--- config.mk ---
export PLATFORM = sky130hd
export DESIGN_NAME = evsync_unit
export DESIGN_NICKNAME = d
export VERILOG_FILES = /design/src/rtl/evsync_pkg.sv /design/src/rtl/evsync_slot.sv /design/src/rtl/evsync_unit.sv
export SDC_FILE = /design/constraint.sdc
export NUM_CORES = 2
export LEC_CHECK = 0
export BUFFER_PORTS_ARGS = -buffer_cell sky130_fd_sc_hd__buf_2
export CAP_MARGIN = 20
export CORE_ASPECT_RATIO = 0.75
export CORE_MARGIN = 2
export CORE_UTILIZATION = 60
export CTS_CLUSTER_DIAMETER = 60
export DETAILED_ROUTE_END_ITERATION = 16
export HOLD_SLACK_MARGIN = 0.03
export PLACE_DENSITY = 0.81
export SLEW_MARGIN = 30
export SYNTH_ARGS = -nofsm -noshare
export SYNTH_HDL_FRONTEND = slang
export SYNTH_HIERARCHICAL = 1
export SYNTH_SLANG_ARGS = --single-unit
--- constraint.sdc ---
create_clock -name clk -period 6.75 [get_ports clk]
set_input_delay 1.35 -clock clk [delete_from_list [all_inputs] [get_ports clk]]
set_output_delay 1.35 -clock clk [all_outputs]
set_load 0.05 [all_outputs]
--- src/rtl/evsync_pkg.sv ---
package evsync_pkg;
    localparam int EV_N    = 16;
    localparam int Q_DEPTH = 4;
    localparam int TID_W   = 8;
    localparam int NODE_W  = 4;

    typedef enum logic [1:0] {OP_WAIT = 2'd0, OP_SET = 2'd1, OP_CLEAR = 2'd2, OP_TEST = 2'd3} op_e;
    typedef enum logic [1:0] {RES_OK = 2'd0, RES_SUSP = 2'd1, RES_OVF = 2'd2} res_e;

    typedef struct packed {
        logic [1:0]        kind;
        logic [NODE_W-1:0] node;
        logic [TID_W-1:0]  tid;
    } act_t;
endpackage

--- src/rtl/evsync_slot.sv ---
module evsync_slot import evsync_pkg::*; #(
    parameter int DEPTH = Q_DEPTH
) (
    input  logic clk,
    input  logic rst_n,
    input  logic sel,
    input  op_e  op,
    input  act_t act_in,
    output logic flag_o,
    output logic empty_o,
    output logic full_o,
    output act_t head_o
);
    localparam int PW = (DEPTH > 1) ? $clog2(DEPTH) : 1;
    localparam int CW = $clog2(DEPTH + 1);

    typedef struct packed {
        logic          flag;
        logic [PW-1:0] rd;
        logic [PW-1:0] wr;
        logic [CW-1:0] cnt;
    } slot_s;

    slot_s s_d, s_q;
    act_t  mem_d [DEPTH];
    act_t  mem_q [DEPTH];

    function automatic logic [PW-1:0] bump(input logic [PW-1:0] p);
        return (p == PW'(DEPTH - 1)) ? '0 : p + 1'b1;
    endfunction

    assign flag_o  = s_q.flag;
    assign empty_o = (s_q.cnt == '0);
    assign full_o  = (s_q.cnt == CW'(DEPTH));
    assign head_o  = mem_q[s_q.rd];

    always_comb begin
        s_d   = s_q;
        mem_d = mem_q;
        if (sel) begin
            unique case (op)
                OP_WAIT: begin
                    if (s_q.flag) begin
                        s_d.flag = 1'b0;
                    end else if (!full_o) begin
                        mem_d[s_q.wr] = act_in;
                        s_d.wr        = bump(s_q.wr);
                        s_d.cnt       = s_q.cnt + 1'b1;
                    end
                end
                OP_SET: begin
                    if (!empty_o) begin
                        s_d.rd  = bump(s_q.rd);
                        s_d.cnt = s_q.cnt - 1'b1;
                    end else begin
                        s_d.flag = 1'b1;
                    end
                end
                OP_CLEAR: s_d.flag = 1'b0;
                default:  ;
            endcase
        end
    end

    always_ff @(posedge clk) begin
        if (!rst_n) begin
            s_q   <= '0;
            mem_q <= '{default: '0};
        end else begin
            s_q   <= s_d;
            mem_q <= mem_d;
        end
    end
endmodule

--- src/rtl/evsync_unit.sv ---
module evsync_unit import evsync_pkg::*; #(
    parameter int N_EV  = EV_N,
    parameter int DEPTH = Q_DEPTH
) (
    input  logic              clk,
    input  logic              rst_n,
    input  logic              op_valid,
    output logic              op_ready,
    input  logic [1:0]        op_code,
    input  logic [3:0]        op_event,
    input  logic [1:0]        op_kind,
    input  logic [NODE_W-1:0] op_node,
    input  logic [TID_W-1:0]  op_tid,
    output logic              rsp_valid,
    output logic [1:0]        rsp_code,
    output logic              rsp_flag,
    output logic              rq_valid,
    output logic [TID_W-1:0]  rq_tid,
    output logic              rmt_valid,
    output logic [NODE_W-1:0] rmt_node,
    output logic [TID_W-1:0]  rmt_tid,
    output logic              irq_valid,
    output logic [3:0]        irq_event
);
    typedef struct packed {
        logic              rsp_valid;
        logic [1:0]        rsp_code;
        logic              rsp_flag;
        logic              rq_valid;
        logic [TID_W-1:0]  rq_tid;
        logic              rmt_valid;
        logic [NODE_W-1:0] rmt_node;
        logic [TID_W-1:0]  rmt_tid;
        logic              irq_valid;
        logic [3:0]        irq_event;
    } out_s;

    out_s o_d, o_q;
    logic fire;
    op_e  op;
    act_t act_in;
    logic flag_w  [N_EV];
    logic empty_w [N_EV];
    logic full_w  [N_EV];
    act_t head_w  [N_EV];

    assign op_ready = 1'b1;
    assign fire     = op_valid && op_ready;
    assign op       = op_e'(op_code);
    assign act_in   = '{kind: op_kind, node: op_node, tid: op_tid};

    for (genvar g = 0; g < N_EV; g++) begin : g_slot
        evsync_slot #(.DEPTH(DEPTH)) u_slot (
            .clk     (clk),
            .rst_n   (rst_n),
            .sel     (fire && (op_event == 4'(g))),
            .op      (op),
            .act_in  (act_in),
            .flag_o  (flag_w[g]),
            .empty_o (empty_w[g]),
            .full_o  (full_w[g]),
            .head_o  (head_w[g])
        );
    end

    always_comb begin
        o_d = '0;
        if (fire) begin
            o_d.rsp_valid = 1'b1;
            o_d.rsp_flag  = flag_w[op_event];
            o_d.rsp_code  = RES_OK;
            if (op == OP_WAIT && !flag_w[op_event]) begin
                o_d.rsp_code = full_w[op_event] ? RES_OVF : RES_SUSP;
            end
            if (op == OP_SET && !empty_w[op_event]) begin
                unique case (head_w[op_event].kind)
                    2'd0: begin
                        o_d.rq_valid = 1'b1;
                        o_d.rq_tid   = head_w[op_event].tid;
                    end
                    2'd1: begin
                        o_d.rmt_valid = 1'b1;
                        o_d.rmt_node  = head_w[op_event].node;
                        o_d.rmt_tid   = head_w[op_event].tid;
                    end
                    default: begin
                        o_d.irq_valid = 1'b1;
                        o_d.irq_event = op_event;
                    end
                endcase
            end
        end
    end

    always_ff @(posedge clk) begin
        if (!rst_n) o_q <= '0;
        else        o_q <= o_d;
    end

    assign rsp_valid = o_q.rsp_valid;
    assign rsp_code  = o_q.rsp_code;
    assign rsp_flag  = o_q.rsp_flag;
    assign rq_valid  = o_q.rq_valid;
    assign rq_tid    = o_q.rq_tid;
    assign rmt_valid = o_q.rmt_valid;
    assign rmt_node  = o_q.rmt_node;
    assign rmt_tid   = o_q.rmt_tid;
    assign irq_valid = o_q.irq_valid;
    assign irq_event = o_q.irq_event;
endmodule

==> flow_summary.yaml <==
grt:
  grt_usage_pct: 27.8
  antenna_found_initial: 6
  grt_max_degree: 295
  overflow: 0
  grt_pass1_wl_mm: 189
  grt_pass1_vias: 31100
cts:
  post-cts-setup-buffers: 0
  clock_latency_ns: 0.68
  cts-root-buf: "clkbuf_16"
  cts_resized: 0
  clockBufferDepth: 3
  cts_tree: "done"
  cts_sinks: 1055
  cts-buffers-inserted: 98
  clk_pin_slew_worst_paths_ns: 0.06
  ctsHoldBuffers: 0
  htreeDepth: 3
synthesis:
  synth_fp_nets: 4456
  yosysWarnings: 6
  synth_ff_type: "dfxtp_1"
  synth_cell_types: 49
  synthTopCellsByArea: "dfxtp_1, mux2i_1, mux4_2"
  syn_inst: 4337
  synthTopCellsByCount: "dfxtp_1, mux2i_1, nor2b_1"
  syn_area_mm2: 0.0507
  yosysTopAreaCell: "dfxtp_1"
  ys_seq_area_share_pct: 41.6
  synth.most_common_cell: "dfxtp_1"
  synth_edf_count: 0
  synthArstFlopShare_pct: 0
  synth.avg_cell_area_um2: 11.7
  synth_top_area_share_pct: 41.6
  ys_ff_latch: 1055
cells_and_area:
  area_growth_pct: 7.30
  drive_gt1_share_pct: 15.5
  diodes: 0
  instances_no_fill: 5444
  finalNetCount: 4364
placement:
  dp.cells: 5269
  dp_hpwl_mm: 74.0
  portBuffers: 53
  gp_congestion: 0.905
timing:
  setup_tns_ns: 0
  worst_pin_slew_ns: 1.06
  hold_viol: 0
  maxSlewViolCount: 0
  finClkSkew_ns: 0.0241
  max_slew_margin_pct: 29.3
  rsz0062_at_grt: "no"
  fin_crit_ns: 4.22
  setup_violations: 0
  max_freq_ghz: 0.237
  fin_crit_sh_pct: 62.6
floorplanning:
  start_util_pct: 60.5
  core-area_mm2: 0.0839
  rows: 92
  ios: 55
  die_width_um: 340
  die_y_um: 256
  die_area_mm2: 0.0869
worst_setup_path:
  cp_slowest_stage_delay_ns: 0.75
  slowest_stage: "nand2_1"
  ff2ff_path_depth: 5
  cp_data_required_time_ns: 7.30
  reg2reg_to: "rmt_tid[2]$_SDFF_PN0_"
  crit_path_max_fanout: 48
  criticalPathCategory: "input pin to flip-flop"
  cp_cell_sequence: "buf_4 -> buf_4 -> mux4_2 -> a22oi_1 -> nand2_1 -> nor4_1"
  end_kind: "flip-flop"
  worstReg2RegStart: "g_slot[10].u_slot/s_q[6]$_SDFFE_PN0P_"
  cpMostUsedCell: "buf_4"
  arrival_ns: 4.78
  worstSetupEndpoint: "rmt_tid[2]$_SDFF_PN0_"
  reg2reg_slack_ns: 2.87
  crit_path_start: "op_event[1]"
  cp-start-kind: "input pin"
drt:
  route.detailed.drc: 0
  wl_mm: 122
  wl_per_cell_um: 22.5
  routed-via-count: 32100
  ant_nets: 0
  via_per_inst: 5.89
  drtIter0Drc: 3033
  drt_pass1_iterations: 5
power_and_ir_drop:
  cellPowerDensity_mw_per_mm2: 230
  leakagePower_nw: 24.5
  peakVddDrop_mv: 0.224
job:
  cap_violations: 0
hold_path:
  hp-class: "flip-flop to flip-flop"
status:
  outcome: "complete, no violations"
[final cells by class]
class / instances / area [um^2]
flip-flops and latches: 1055 / 21100
multi-input cells: 2884 / 27400
clock inverters: 31 / 438
inverters: 113 / 424
repair buffers: 93 / 692
well taps: 1128 / 1410
clock buffers: 140 / 2900
fillers: 6346 / 29500
[metrics by stage]
stage	hold WS, ns	setup slack (ns)	area, um^2	power (mW)	util [%]
2_1_floorplan	0.455	3.10	50700	6.65	-
3_3_place_gp	0.465	2.01	51000	6.85	60.7
3_5_place_dp	0.478	2.05	51000	6.86	60.8
4_1_cts	0.490	2.74	54300	12.6	64.7
5_1_grt	0.513	2.44	54400	12.9	64.9
6_report	0.490	2.53	54400	12.5	64.9
[layer usage]
metal | GRT usage [%] | wire length (um)
met4 | 6.34 | 2470
met1 | 40.9 | 56500
met3 | 5.67 | 8980
met2 | 42.2 | 54400
met5 | 0 | 29
[cell families after synthesis]
kind of cell,Yosys count,share of synthesized area (%)
and+or+nand+nor,1368,17.2
other,1,0.00739
xor gates and xnor gates,32,0.552
muxes,1226,31.4
AOI/OAI and AO/OA,161,2.38
buffers and inverters,398,4.28
DFF,1055,41.6
adders and majority gates,96,2.60
[state kept, by name, summed over array words and instances (netlist names)]
register              flops
g_slot.u_slot/mem_q     896
g_slot.u_slot/s_q       112
g_slot.u_slot/flag_o     16
rmt_tid                   8
rq_tid                    8
irq_event                 4
rmt_node                  4
rsp_code                  2
irq_valid                 1
rmt_valid                 1
rq_valid                  1
rsp_flag                  1
rsp_valid                 1
[power breakdown]
part / switching [mW] / internal (mW) / leakage, nW
Sequential: 0.00777 / 6.23 / 8.50
Clock: 2.40 / 3.39 / 1.66
Combinational: 0.322 / 0.172 / 14.3
Total: 2.73 / 9.79 / 24.5
[worst min-delay path by stage]
stage                                                  endpoint  cells after the start                                  start  slack [ns]
after floorplan            g_slot[0].u_slot/s_q[2]$_SDFFE_PN0P_                      2   g_slot[0].u_slot/s_q[2]$_SDFFE_PN0P_        0.45
after global placement     g_slot[5].u_slot/s_q[2]$_SDFFE_PN0P_                      2   g_slot[5].u_slot/s_q[2]$_SDFFE_PN0P_        0.47
after detailed placement   g_slot[5].u_slot/s_q[2]$_SDFFE_PN0P_                      2   g_slot[5].u_slot/s_q[2]$_SDFFE_PN0P_        0.48
after CTS                 g_slot[12].u_slot/s_q[2]$_SDFFE_PN0P_                      2  g_slot[12].u_slot/s_q[2]$_SDFFE_PN0P_        0.49
after global routing       g_slot[5].u_slot/s_q[2]$_SDFFE_PN0P_                      2   g_slot[5].u_slot/s_q[2]$_SDFFE_PN0P_        0.51
final                     g_slot[11].u_slot/s_q[2]$_SDFFE_PN0P_                      2  g_slot[11].u_slot/s_q[2]$_SDFFE_PN0P_        0.49
[worst max-delay path: cells and delay by family]
family	cells	cell delay, ns
AOI/OAI and AO/OA	1	0.55
buffers and inverters	2	1.14
muxes	1	0.41
and+or+nand+nor	2	1.25
[cells in the final DEF (no fill, tap or decap), types with 25 or more instances in the layout]
cell and count:
dfxtp_1 1049, mux2i_1 930, nor2b_1 913, mux4_2 291, nand2_1 122, inv_1 113, clkbuf_16 103, ha_1 80
nor2_1 74, nand3_2 64, buf_2 49, a21boi_0 48, buf_4 34, o21ai_0 32, a22o_1 25
(Power assumes the default switching activity.)
